<file path="src/rtl/stq_pkg.sv">
package stq_pkg;

    localparam int DATA_W     = 32;
    localparam int WORD_BYTES = DATA_W / 8;
    localparam int OFF_W      = $clog2(WORD_BYTES);

    typedef enum logic [1:0] {
        SZ_BYTE = 2'b00,
        SZ_HALF = 2'b01,
        SZ_WORD = 2'b10,
        SZ_BAD  = 2'b11
    } size_e;

    typedef enum logic {
        DR_IDLE = 1'b0,
        DR_SEND = 1'b1
    } drain_state_e;

    function automatic logic size_misaligned(input logic [1:0] sz, input logic [OFF_W-1:0] off);
        logic bad;
        case (size_e'(sz))
            SZ_BYTE: bad = 1'b0;
            SZ_HALF: bad = off[0];
            SZ_WORD: bad = (off != '0);
            default: bad = 1'b1;
        endcase
        return bad;
    endfunction

    function automatic logic [WORD_BYTES-1:0] size_strobe(input logic [1:0] sz);
        logic [WORD_BYTES-1:0] s;
        case (size_e'(sz))
            SZ_BYTE: s = WORD_BYTES'(4'b0001);
            SZ_HALF: s = WORD_BYTES'(4'b0011);
            default: s = '1;
        endcase
        return s;
    endfunction

    function automatic logic [DATA_W-1:0] size_mask(input logic [1:0] sz, input logic [DATA_W-1:0] d);
        logic [DATA_W-1:0] m;
        case (size_e'(sz))
            SZ_BYTE: m = {{(DATA_W-8){1'b0}}, d[7:0]};
            SZ_HALF: m = {{(DATA_W-16){1'b0}}, d[15:0]};
            default: m = d;
        endcase
        return m;
    endfunction

endpackage

</file>
<file path="src/rtl/stq_ptr_ctrl.sv">
module stq_ptr_ctrl #(
    parameter int DEPTH = 8,
    localparam int IDX_W = $clog2(DEPTH),
    localparam int PTR_W = IDX_W + 1
) (
    input  logic             clk,
    input  logic             rst_n,
    input  logic             push_en_i,
    input  logic             commit_i,
    input  logic             flush_i,
    input  logic             pull_en_i,
    output logic [PTR_W-1:0] push_ptr_o,
    output logic [PTR_W-1:0] val_ptr_o,
    output logic [PTR_W-1:0] pull_ptr_o,
    output logic             full_o,
    output logic             pending_o,
    output logic             more_o
);

    logic [PTR_W-1:0] push_q, val_q, pull_q;
    logic [PTR_W-1:0] push_d, val_d, pull_d;
    logic [PTR_W-1:0] confirmed_cnt;
    logic             has_spec;

    assign has_spec      = (push_q != val_q);
    assign confirmed_cnt = val_q - pull_q;

    always_comb begin
        val_d  = val_q + PTR_W'(commit_i && has_spec);
        pull_d = pull_q + PTR_W'(pull_en_i);
        if (flush_i) begin
            push_d = val_d;
        end else begin
            push_d = push_q + PTR_W'(push_en_i);
        end
    end

    always_ff @(posedge clk) begin
        if (!rst_n) begin
            push_q <= '0;
            val_q  <= '0;
            pull_q <= '0;
        end else begin
            push_q <= push_d;
            val_q  <= val_d;
            pull_q <= pull_d;
        end
    end

    assign push_ptr_o = push_q;
    assign val_ptr_o  = val_q;
    assign pull_ptr_o = pull_q;
    assign full_o     = (push_q[IDX_W] != pull_q[IDX_W]) &&
                        (push_q[IDX_W-1:0] == pull_q[IDX_W-1:0]);
    assign pending_o  = (confirmed_cnt != '0);
    assign more_o     = (confirmed_cnt > PTR_W'(1));

    assert_no_overrun_R2: assert property (@(posedge clk) disable iff (!rst_n)
        (push_q - pull_q) <= PTR_W'(DEPTH));

    assert_confirm_in_window_R4: assert property (@(posedge clk) disable iff (!rst_n)
        (val_q - pull_q) <= (push_q - pull_q));

    assert_flush_rewinds_R7: assert property (@(posedge clk) disable iff (!rst_n)
        flush_i |=> (push_q == val_q));

    assert_flush_keeps_drain_R7: assert property (@(posedge clk) disable iff (!rst_n)
        (flush_i && !pull_en_i) |=> $stable(pull_q));

endmodule

</file>
<file path="src/rtl/stq_drain_fsm.sv">
module stq_drain_fsm
    import stq_pkg::*;
(
    input  logic clk,
    input  logic rst_n,
    input  logic pending_i,
    input  logic more_i,
    input  logic mem_ack_i,
    output logic mem_req_o,
    output logic pull_en_o
);

    drain_state_e state_q, state_d;

    always_ff @(posedge clk) begin
        if (!rst_n) begin
            state_q <= DR_IDLE;
        end else begin
            state_q <= state_d;
        end
    end

    always_comb begin
        state_d = state_q;
        unique case (state_q)
            DR_IDLE: if (pending_i) state_d = DR_SEND;
            DR_SEND: if (mem_ack_i && !more_i) state_d = DR_IDLE;
            default: state_d = DR_IDLE;
        endcase
    end

    always_comb begin
        mem_req_o = 1'b0;
        pull_en_o = 1'b0;
        unique case (state_q)
            DR_IDLE: ;
            DR_SEND: begin
                mem_req_o = 1'b1;
                pull_en_o = mem_ack_i;
            end
            default: ;
        endcase
    end

    assert_req_held_R5: assert property (@(posedge clk) disable iff (!rst_n)
        (mem_req_o && !mem_ack_i) |=> mem_req_o);

endmodule

</file>
<file path="src/rtl/stq_fwd_match.sv">
module stq_fwd_match
    import stq_pkg::*;
#(
    parameter int DEPTH  = 8,
    parameter int ADDR_W = 32,
    localparam int IDX_W = $clog2(DEPTH),
    localparam int PTR_W = IDX_W + 1
) (
    input  logic [DEPTH-1:0][ADDR_W-1:0] ent_addr_i,
    input  logic [DEPTH-1:0][DATA_W-1:0] ent_data_i,
    input  logic [DEPTH-1:0][1:0]        ent_size_i,
    input  logic [PTR_W-1:0]             pull_ptr_i,
    input  logic [PTR_W-1:0]             push_ptr_i,
    input  logic                         ld_valid_i,
    input  logic [ADDR_W-1:0]            ld_addr_i,
    input  logic [1:0]                   ld_size_i,
    output logic                         hit_o,
    output logic                         stall_o,
    output logic [DATA_W-1:0]            data_o
);

    logic [PTR_W-1:0]  occ;
    logic              exact_any;
    logic              clash_any;
    logic [DATA_W-1:0] newest_data;
    logic [IDX_W-1:0]  slot;
    logic              same_word;

    assign occ = push_ptr_i - pull_ptr_i;

    always_comb begin
        exact_any   = 1'b0;
        clash_any   = 1'b0;
        newest_data = '0;
        slot        = '0;
        same_word   = 1'b0;
        for (int i = 0; i < DEPTH; i++) begin
            slot      = pull_ptr_i[IDX_W-1:0] + IDX_W'(i);
            same_word = (ent_addr_i[slot][ADDR_W-1:OFF_W] == ld_addr_i[ADDR_W-1:OFF_W]);
            if ((PTR_W'(i) < occ) && same_word) begin
                if (ent_size_i[slot] != ld_size_i) begin
                    clash_any = 1'b1;
                end else if (ent_addr_i[slot][OFF_W-1:0] == ld_addr_i[OFF_W-1:0]) begin
                    exact_any   = 1'b1;
                    newest_data = ent_data_i[slot];
                end
            end
        end
    end

    assign stall_o = ld_valid_i && clash_any;
    assign hit_o   = ld_valid_i && exact_any && !clash_any;
    assign data_o  = hit_o ? newest_data : '0;

endmodule

</file>
<file path="src/rtl/spec_store_queue.sv">
module spec_store_queue
    import stq_pkg::*;
#(
    parameter int DEPTH  = 8,
    parameter int ADDR_W = 32
) (
    input  logic              clk,
    input  logic              rst_n,
    input  logic              st_valid_i,
    input  logic [ADDR_W-1:0] st_addr_i,
    input  logic [31:0]       st_data_i,
    input  logic [1:0]        st_size_i,
    output logic              st_misalign_o,
    output logic              full_o,
    input  logic              commit_i,
    input  logic              flush_i,
    output logic              mem_req_o,
    output logic [ADDR_W-1:0] mem_addr_o,
    output logic [3:0]        mem_strb_o,
    output logic [31:0]       mem_wdata_o,
    input  logic              mem_ack_i,
    input  logic              ld_valid_i,
    input  logic [ADDR_W-1:0] ld_addr_i,
    input  logic [1:0]        ld_size_i,
    output logic              fwd_hit_o,
    output logic              fwd_stall_o,
    output logic [31:0]       fwd_data_o
);

    localparam int IDX_W = $clog2(DEPTH);
    localparam int PTR_W = IDX_W + 1;

    logic [DEPTH-1:0][ADDR_W-1:0] ent_addr_q;
    logic [DEPTH-1:0][DATA_W-1:0] ent_data_q;
    logic [DEPTH-1:0][1:0]        ent_size_q;

    logic [PTR_W-1:0] push_ptr, val_ptr, pull_ptr;
    logic             push_en, pull_en, pending, more;
    logic [IDX_W-1:0] push_idx, pull_idx;
    logic [OFF_W-1:0] head_off;

    assign st_misalign_o = st_valid_i && size_misaligned(st_size_i, st_addr_i[OFF_W-1:0]);
    assign push_en       = st_valid_i && !st_misalign_o && !full_o && !flush_i;
    assign push_idx      = push_ptr[IDX_W-1:0];
    assign pull_idx      = pull_ptr[IDX_W-1:0];

    always_ff @(posedge clk) begin
        if (push_en) begin
            ent_addr_q[push_idx] <= st_addr_i;
            ent_data_q[push_idx] <= size_mask(st_size_i, st_data_i);
            ent_size_q[push_idx] <= st_size_i;
        end
    end

    stq_ptr_ctrl #(.DEPTH(DEPTH)) u_ptrs (
        .clk        (clk),
        .rst_n      (rst_n),
        .push_en_i  (push_en),
        .commit_i   (commit_i),
        .flush_i    (flush_i),
        .pull_en_i  (pull_en),
        .push_ptr_o (push_ptr),
        .val_ptr_o  (val_ptr),
        .pull_ptr_o (pull_ptr),
        .full_o     (full_o),
        .pending_o  (pending),
        .more_o     (more)
    );

    stq_drain_fsm u_drain (
        .clk       (clk),
        .rst_n     (rst_n),
        .pending_i (pending),
        .more_i    (more),
        .mem_ack_i (mem_ack_i),
        .mem_req_o (mem_req_o),
        .pull_en_o (pull_en)
    );

    assign head_off = ent_addr_q[pull_idx][OFF_W-1:0];

    always_comb begin
        mem_addr_o  = '0;
        mem_strb_o  = '0;
        mem_wdata_o = '0;
        if (mem_req_o) begin
            mem_addr_o  = {ent_addr_q[pull_idx][ADDR_W-1:OFF_W], {OFF_W{1'b0}}};
            mem_strb_o  = size_strobe(ent_size_q[pull_idx]) << head_off;
            mem_wdata_o = ent_data_q[pull_idx] << {head_off, 3'b000};
        end
    end

    stq_fwd_match #(.DEPTH(DEPTH), .ADDR_W(ADDR_W)) u_fwd (
        .ent_addr_i (ent_addr_q),
        .ent_data_i (ent_data_q),
        .ent_size_i (ent_size_q),
        .pull_ptr_i (pull_ptr),
        .push_ptr_i (push_ptr),
        .ld_valid_i (ld_valid_i),
        .ld_addr_i  (ld_addr_i),
        .ld_size_i  (ld_size_i),
        .hit_o      (fwd_hit_o),
        .stall_o    (fwd_stall_o),
        .data_o     (fwd_data_o)
    );

    assert_drain_confirmed_R5: assert property (@(posedge clk) disable iff (!rst_n)
        mem_req_o |-> (val_ptr != pull_ptr));

    assert_req_stable_R6: assert property (@(posedge clk) disable iff (!rst_n)
        (mem_req_o && !mem_ack_i) |=> ($stable(mem_addr_o) && $stable(mem_strb_o) && $stable(mem_wdata_o)));

    assert_misalign_nopush_R3: assert property (@(posedge clk) disable iff (!rst_n)
        (st_misalign_o && !flush_i) |=> $stable(push_ptr));

    assert_hit_stall_excl_R9: assert property (@(posedge clk) disable iff (!rst_n)
        !(fwd_hit_o && fwd_stall_o));

    assert_full_no_push_R2: assert property (@(posedge clk) disable iff (!rst_n)
        (full_o && !pull_en) |=> full_o || $past(flush_i));

endmodule

</file>
<file path="config.mk">
export PLATFORM = sky130hd
export DESIGN_NAME = spec_store_queue
export DESIGN_NICKNAME = d
export VERILOG_FILES = /design/src/rtl/stq_pkg.sv /design/src/rtl/stq_ptr_ctrl.sv /design/src/rtl/stq_drain_fsm.sv /design/src/rtl/stq_fwd_match.sv /design/src/rtl/spec_store_queue.sv
export SDC_FILE = /design/constraint.sdc
export NUM_CORES = 2
export LEC_CHECK = 0
export BUFFER_PORTS_ARGS = -buffer_cell sky130_fd_sc_hd__buf_2
export CAP_MARGIN = 5
export CELL_PAD_IN_SITES_DETAIL_PLACEMENT = 0
export CELL_PAD_IN_SITES_GLOBAL_PLACEMENT = 1
export CORE_MARGIN = 2
export CORE_UTILIZATION = 32
export DETAILED_ROUTE_END_ITERATION = 8
export HOLD_SLACK_MARGIN = 0.12
export PLACE_DENSITY_LB_ADDON = 0.1
export SLEW_MARGIN = 20
export SYNTH_ARGS = -nofsm -noshare
export SYNTH_HDL_FRONTEND = slang
export SYNTH_SLANG_ARGS = --single-unit
</file>
<file path="constraint.sdc">
create_clock -name clk -period 14.4 [get_ports clk]
set_input_delay 1.44 -clock clk [delete_from_list [all_inputs] [get_ports clk]]
set_output_delay 1.44 -clock clk [all_outputs]
set_load 0.02 [all_outputs]
</file>
After elaboration in Yosys (flattened, before gate mapping). Cells that the tools add are included.

Order comparisons: 19. Shift operators: 2. Bitwise logic cells: 1. Equality and inequality tests: 30. Add/sub/neg operators: 12. Reduce and logical (&&, ||, !) cells: 28. Multiplexer cells: 134.

Operators with widths (number): $bmux W32 S3 (16); $mux W32 (45); $bwmux W256 (2); $eq A30 B30 Y1 (8); $demux W32 S3 (1); $pmux W32 S2 (1); $bmux W2 S3 (8); $mux W1 (44); $lt A3 B4 Y1 const B (9); $shl A32 B5 Y32 (1); $logic_and A1 B1 Y1 (19); $mux W2 (9); $bwmux W16 (1); $eq A2 B2 Y1 (8); $lt A3 B4 Y1 const A (4); $ne A2 B2 Y1 (8); $add A3 B3 Y3 const B (4); $add A4 B1 Y4 (3); $mux W4 (3); $lt A1 B4 Y1 const A (2); $lt A2 B4 Y1 const A (2); $pmux W4 S2 (1); $sub A4 B4 Y4 (2); $add A3 B2 Y3 const B (2); other kinds (17) (23).

Output and inout bits: 105. Bits of input ports: 107. Register bits: 541.

Longest topological paths before layout.
Word-level depth: 30. Mapped depth: 24.

Modules after synthesis. A second synthesis with hierarchy kept.

Cell total of the unflattened synthesis: 3654. Area, all modules: 46085.4 µm².

Modules (own cells, without submodules): stq_fwd_match (times used 1, area an instance 24562.3 µm², cells an instance 2601); spec_store_queue (times used 1, area an instance 20758.7 µm², cells an instance 975); stq_ptr_ctrl (times used 1, area an instance 718.2 µm², cells an instance 73); stq_drain_fsm (times used 1, area an instance 46.3 µm², cells an instance 5).

Least setup slack after synthesis. Ideal clock, no wire load.

Path kind: reg-to-reg. Start point: register u_ptrs.pull_q[2], in the netlist u_ptrs.pull_ptr_o[2]. End point: register ent_addr_q[100] in the netlist's numbering, enable pin. Cell stages (with the launch flop): 14. Setup slack: 5.902 ns. Arrival time: 7.913 ns. Required time: 13.815 ns. Period minus slack after synthesis: 8.498 ns. Library setup time: 0.585 ns. Cells stage by stage: dfxtp_1 -> buf_4 -> inv_1 -> buf_2 -> buf_2 -> buf_2 -> clkbuf_1 -> buf_1 -> ha_1 -> nand3_1 -> nor2_1 -> nor4b_1 -> nand2_1 -> nor3b_1.

Word-level cells in the longest chain between the ends: 5.

Ends and longest elaborated chain: start: declaration (RTL line stq_ptr_ctrl.sv:20) `logic [PTR_W-1:0] push_q, val_q, pull_q;`; start signal: assignment (RTL line stq_ptr_ctrl.sv:46) `pull_q <= pull_d;`; $eq A3 B3 Y1 (RTL line stq_ptr_ctrl.sv:54) `(push_q[IDX_W-1:0] == pull_q[IDX_W-1:0]);`; $logic_and A1 B1 Y1 (RTL line stq_ptr_ctrl.sv:53) `assign full_o = (push_q[IDX_W] != pull_q[IDX_W]) &&`; net full_o (RTL line spec_store_queue.sv:14) `output logic full_o,`; $logic_not A1 Y1 (RTL line spec_store_queue.sv:43) `assign push_en = st_valid_i && !st_misalign_o && !full_o && !flush_i;`; $logic_and A1 B1 Y1 (2 in series) (RTL line spec_store_queue.sv:43); end signal: indexed assignment (RTL line spec_store_queue.sv:49) `ent_addr_q[push_idx] <= st_addr_i;`; end: declaration (RTL line spec_store_queue.sv:33) `logic [DEPTH-1:0][ADDR_W-1:0] ent_addr_q;`.

The timed path passes the listed nets, and every way through them passes these cells. A chain may end at the register's enable or synchronous reset.

Worst setup path in the final report.
Start point: register u_ptrs.pull_q[1], in the netlist u_ptrs.pull_ptr_o[1]. End point: output port fwd_data_o[7].

Word-level cells in the longest chain between the ends: 30. Elaborated cells between the ends (all ways): 164. Those cells by class: add/sub: 8; order compare: 8; eq/ne: 24; mux: 113; reduce/logical: 11.

Ends and longest elaborated chain: parallel branches: the longest is 29 deep, another holds $sub A4 B4 Y4; $mux W32 * (RTL line stq_fwd_match.sv:53) `assign data_o = hit_o ? newest_data : '0;`; end: declaration (RTL line spec_store_queue.sv:27) `output logic [31:0] fwd_data_o`.

Every way passes the cells marked *. The select of a mux whose other input is x is not followed.

==> flow_metrics.tcl <==
set metrics [dict create \
    power_frac_seq_pct 28.7 \
    routed_wirelength_um 188200 \
    crit_path_end_kind "primary output" \
    cts-resized-gates 0 \
    cp_slowest_cell "buf_4" \
    ys.flop_type "edfxtp_1" \
    p_leak_uw 0.01558 \
    grt_pass1_wl_um 263200 \
    num_rows 137 \
    die_w_um 378.7 \
    vias 34620 \
    worstMarginPinSlew_ns 1.204 \
    holdBufCountCts 0 \
    clock_path_buffers 3 \
    gr-total-overflow 0 \
    tns_ns 0 \
    p_total_uw 6274 \
    avgSynthCellArea_sq_um 13.00 \
    detail_route.iter0.violations 4132 \
    tritoncts "built" \
    synth_area_sq_um 44940 \
    ys_seq_elements 541 \
    crit_family "buffers and inverters" \
    drv_slew 0 \
    clock_skew_ns 0.02120 \
    finalCritPeriodShare_pct 65.50 \
    synthArstFlopShare_pct 0 \
    dp_hpwl_um 130700 \
    synth_warnings 0 \
    worstSetupStartpointType "register" \
    netlist.area_leader.share_pct 35.28 \
    yosysUniqueCellTypes 90 \
    grt_setup_unrepaired "no" \
    path_clk_slew_ns 0.06 \
    die_area_sq_um 143400 \
    layout_min_cycle_time_ns 9.432 \
    worst_path_largest_cell_delay_ns 0.98 \
    p_int_uw 3869 \
    drive_gt1_share_pct 29.39 \
    cts_buffers 68 \
    drtPass1Iterations 6 \
    fmax_mhz 106.0 \
    routedWlPerCell_um 34.65 \
    outcome "complete, no violations" \
    peakVddDrop_mv 0.07375 \
    post-cts-setup-buffers 0 \
    path_class "reg -> out" \
    grt_max_degree 138 \
    grt_use_total_pct 25.87 \
    drv_cap 0 \
    num-nets-final 3619 \
    cts-htree-levels 3 \
    hp-class "reg -> reg" \
    crit_chain "inv_1, ha_4, buf_12, buf_4, mux4_2, xnor2_1, o2111ai_1, or3b_2, nor4_1, nand2_1, buf_4, nand2_1, nor3_1, a211oi_2, buf_2" \
    antenna_found_initial 16 \
    hold_viol_final 0 \
    synthToLayoutAreaGrowth_pct 10.87 \
    drc 0 \
    clkPwrFrac_pct 28.5 \
    synth_edf_count 528 \
    cp_num_buf_inv 5 \
    cts_root_buf "clkbuf_16" \
    syn_inst 3456 \
    switching_share_pct 38.33 \
    cts_sinks 541 \
    finalNonFillerCells 5430 \
    pwr_density_cell_nw_per_um2 125.9 \
    core_sq_um 139400 \
    crit_required_ns 12.96 \
    placed_cells 5301 \
    antenna_left 0 \
    synth_top_cell_by_area "edfxtp_1" \
    yosysSeqAreaShare_pct 35.86 \
    synth_area_leaders "edfxtp_1 35%, mux4_2 27%, mux2i_1 10%, xnor2_1 4.1%, nand2_1 2.5%" \
    grt_pass1_vias 34050 \
    initial_core_util_pct 32.24 \
    place.gp.congestion 0.9721 \
    crit_fanout 78 \
    die_y_um 378.7 \
    port_buffers 209 \
    pin_count 212 \
    finalSetupViolations 0 \
    switchingPower_uw 2405 \
    slew_headroom_pct 18.88 \
    critical_path_arrival_ns 7.99 \
    clock_latency_ns 0.66 \
    comb_power_share_pct 42.9 \
    drt-vias-per-instance 6.376 \
]
[worst paths after layout]
check / cells after the start / to / startpoint / slack (ns)
max: 15 / fwd_data_o[7] / u_ptrs.pull_ptr_o[1] / 4.97
min: 2 / u_ptrs.pull_ptr_o[3] / u_ptrs.pull_ptr_o[3] / 0.59
max reg2reg: 9 / ent_addr_q[184] / u_ptrs.pull_ptr_o[1] / 9.22
min reg2reg: 2 / u_ptrs.pull_ptr_o[3] / u_ptrs.pull_ptr_o[3] / 0.59
[placed cells by master (no fill, tap or decap), types with 20 or more instances in the layout]
cell | synthesis | routed
a211oi_1 | 47 | 47
a21oi_1 | 101 | 101
a22oi_1 | 50 | 50
a31oi_1 | 22 | 22
and2_1 | 53 | 51
and3_1 | 22 | 21
buf_2 | 95 | 209
buf_4 | 35 | 73
clkbuf_16 | 0 | 70
edfxtp_1 | 528 | 528
mux2_2 | 28 | 28
mux2i_1 | 452 | 450
mux4_2 | 544 | 544
nand2_1 | 304 | 301
nand3_1 | 82 | 80
nand4_1 | 54 | 54
nor2_1 | 107 | 106
nor2b_1 | 21 | 20
nor3_1 | 46 | 45
o21ai_0 | 33 | 33
o221ai_1 | 25 | 25
o22ai_1 | 47 | 47
xnor2_1 | 211 | 210
xor2_1 | 65 | 64
[flip-flops by register name, indices dropped and copies added, names as in the netlist]
signal,count
ent_addr_q,256
ent_data_q,256
ent_size_q,16
u_ptrs.pull_ptr_o,4
u_ptrs.push_ptr_o,4
u_ptrs.val_ptr_o,4
u_drain.state_q,1
[stage by stage]
stage / utilization, % / hold slack (ns) / area, sq um / setup slack [ns]
after floorplan: - / 0.5377 / 44940 / 5.902
after global placement: 34.07 / 0.5813 / 47480 / 5.738
after detailed placement: 34.07 / 0.5801 / 47480 / 5.562
after CTS: 35.74 / 0.5976 / 49800 / 4.808
after global routing: 35.74 / 0.6599 / 49810 / 4.528
final: 35.75 / 0.5874 / 49820 / 4.968
[layout make-up]
type	instances	area, sq um
Antenna cell	5	12.51
Clock buffer	78	1792
Clock inverter	46	526.8
Fill cell	13360	89540
Inverter	26	102.6
Multi-Input combinational cell	2570	27200
Sequential cell	541	16130
Tap cell	1876	2347
Timing Repair Buffer	288	1714
[worst min-delay path: cells and delay by family (launching register included)]
kind	cells	cell delay, ns
xor gates and xnor gates	1	0.09
DFF	1	0.40
and+or+nand+nor	1	0.07
[power by group through the flow]
stage | combinational, uW | sequential, uW | clock [uW]
finish | 2690 | 1800 | 1790
global route | 2830 | 1800 | 1880
CTS | 2670 | 1800 | 1830
detailed placement | 2660 | 1830 | 0
global placement | 2650 | 1830 | 0
floorplan | 1880 | 1810 | 0
[cells in the mapped netlist, drive strengths merged (15+ instances only)]
| master | n |
|---|---|
| o221ai | 33 |
| nor3b | 15 |
| buf | 204 |
| o211ai | 16 |
| o22ai | 47 |
| a31oi | 22 |
| and2 | 54 |
| a211oi | 58 |
| clkbuf | 116 |
| nor2 | 108 |
| nor3 | 46 |
| a21oi | 101 |
| nand3 | 82 |
| mux4 | 544 |
| o21ai | 38 |
| nor4 | 22 |
| a2111oi | 15 |
| mux2i | 453 |
| nand2b | 16 |
| ha | 15 |
| and3 | 22 |
| a22oi | 50 |
| xor2 | 66 |
| mux2 | 28 |
| nand4 | 54 |
| nor2b | 21 |
| inv | 23 |
| xnor2 | 212 |
| edfxtp | 528 |
| nand2 | 304 |
[cell families after synthesis]
group           share of synthesized area (%)
flops                                   35.86
fa+ha+maj                              0.5068
compound gates                          7.373
other cells                          0.008345
mux                                     38.09
simple gates                            8.685
xor+xnor                                5.452
buf+inv                                 4.026
[per-layer routing]
| metal | global-route usage [%] | share of wire (%) | routed length (um) |
|---|---|---|---|
| met5 | 0 | 0.033 | 62 |
| met4 | 7.577 | 2.7 | 5051 |
| met2 | 39.34 | 45 | 84040 |
| met3 | 5.192 | 8.4 | 15860 |
| met1 | 37.18 | 44 | 83160 |
Power figures use the tool's default switching activity.
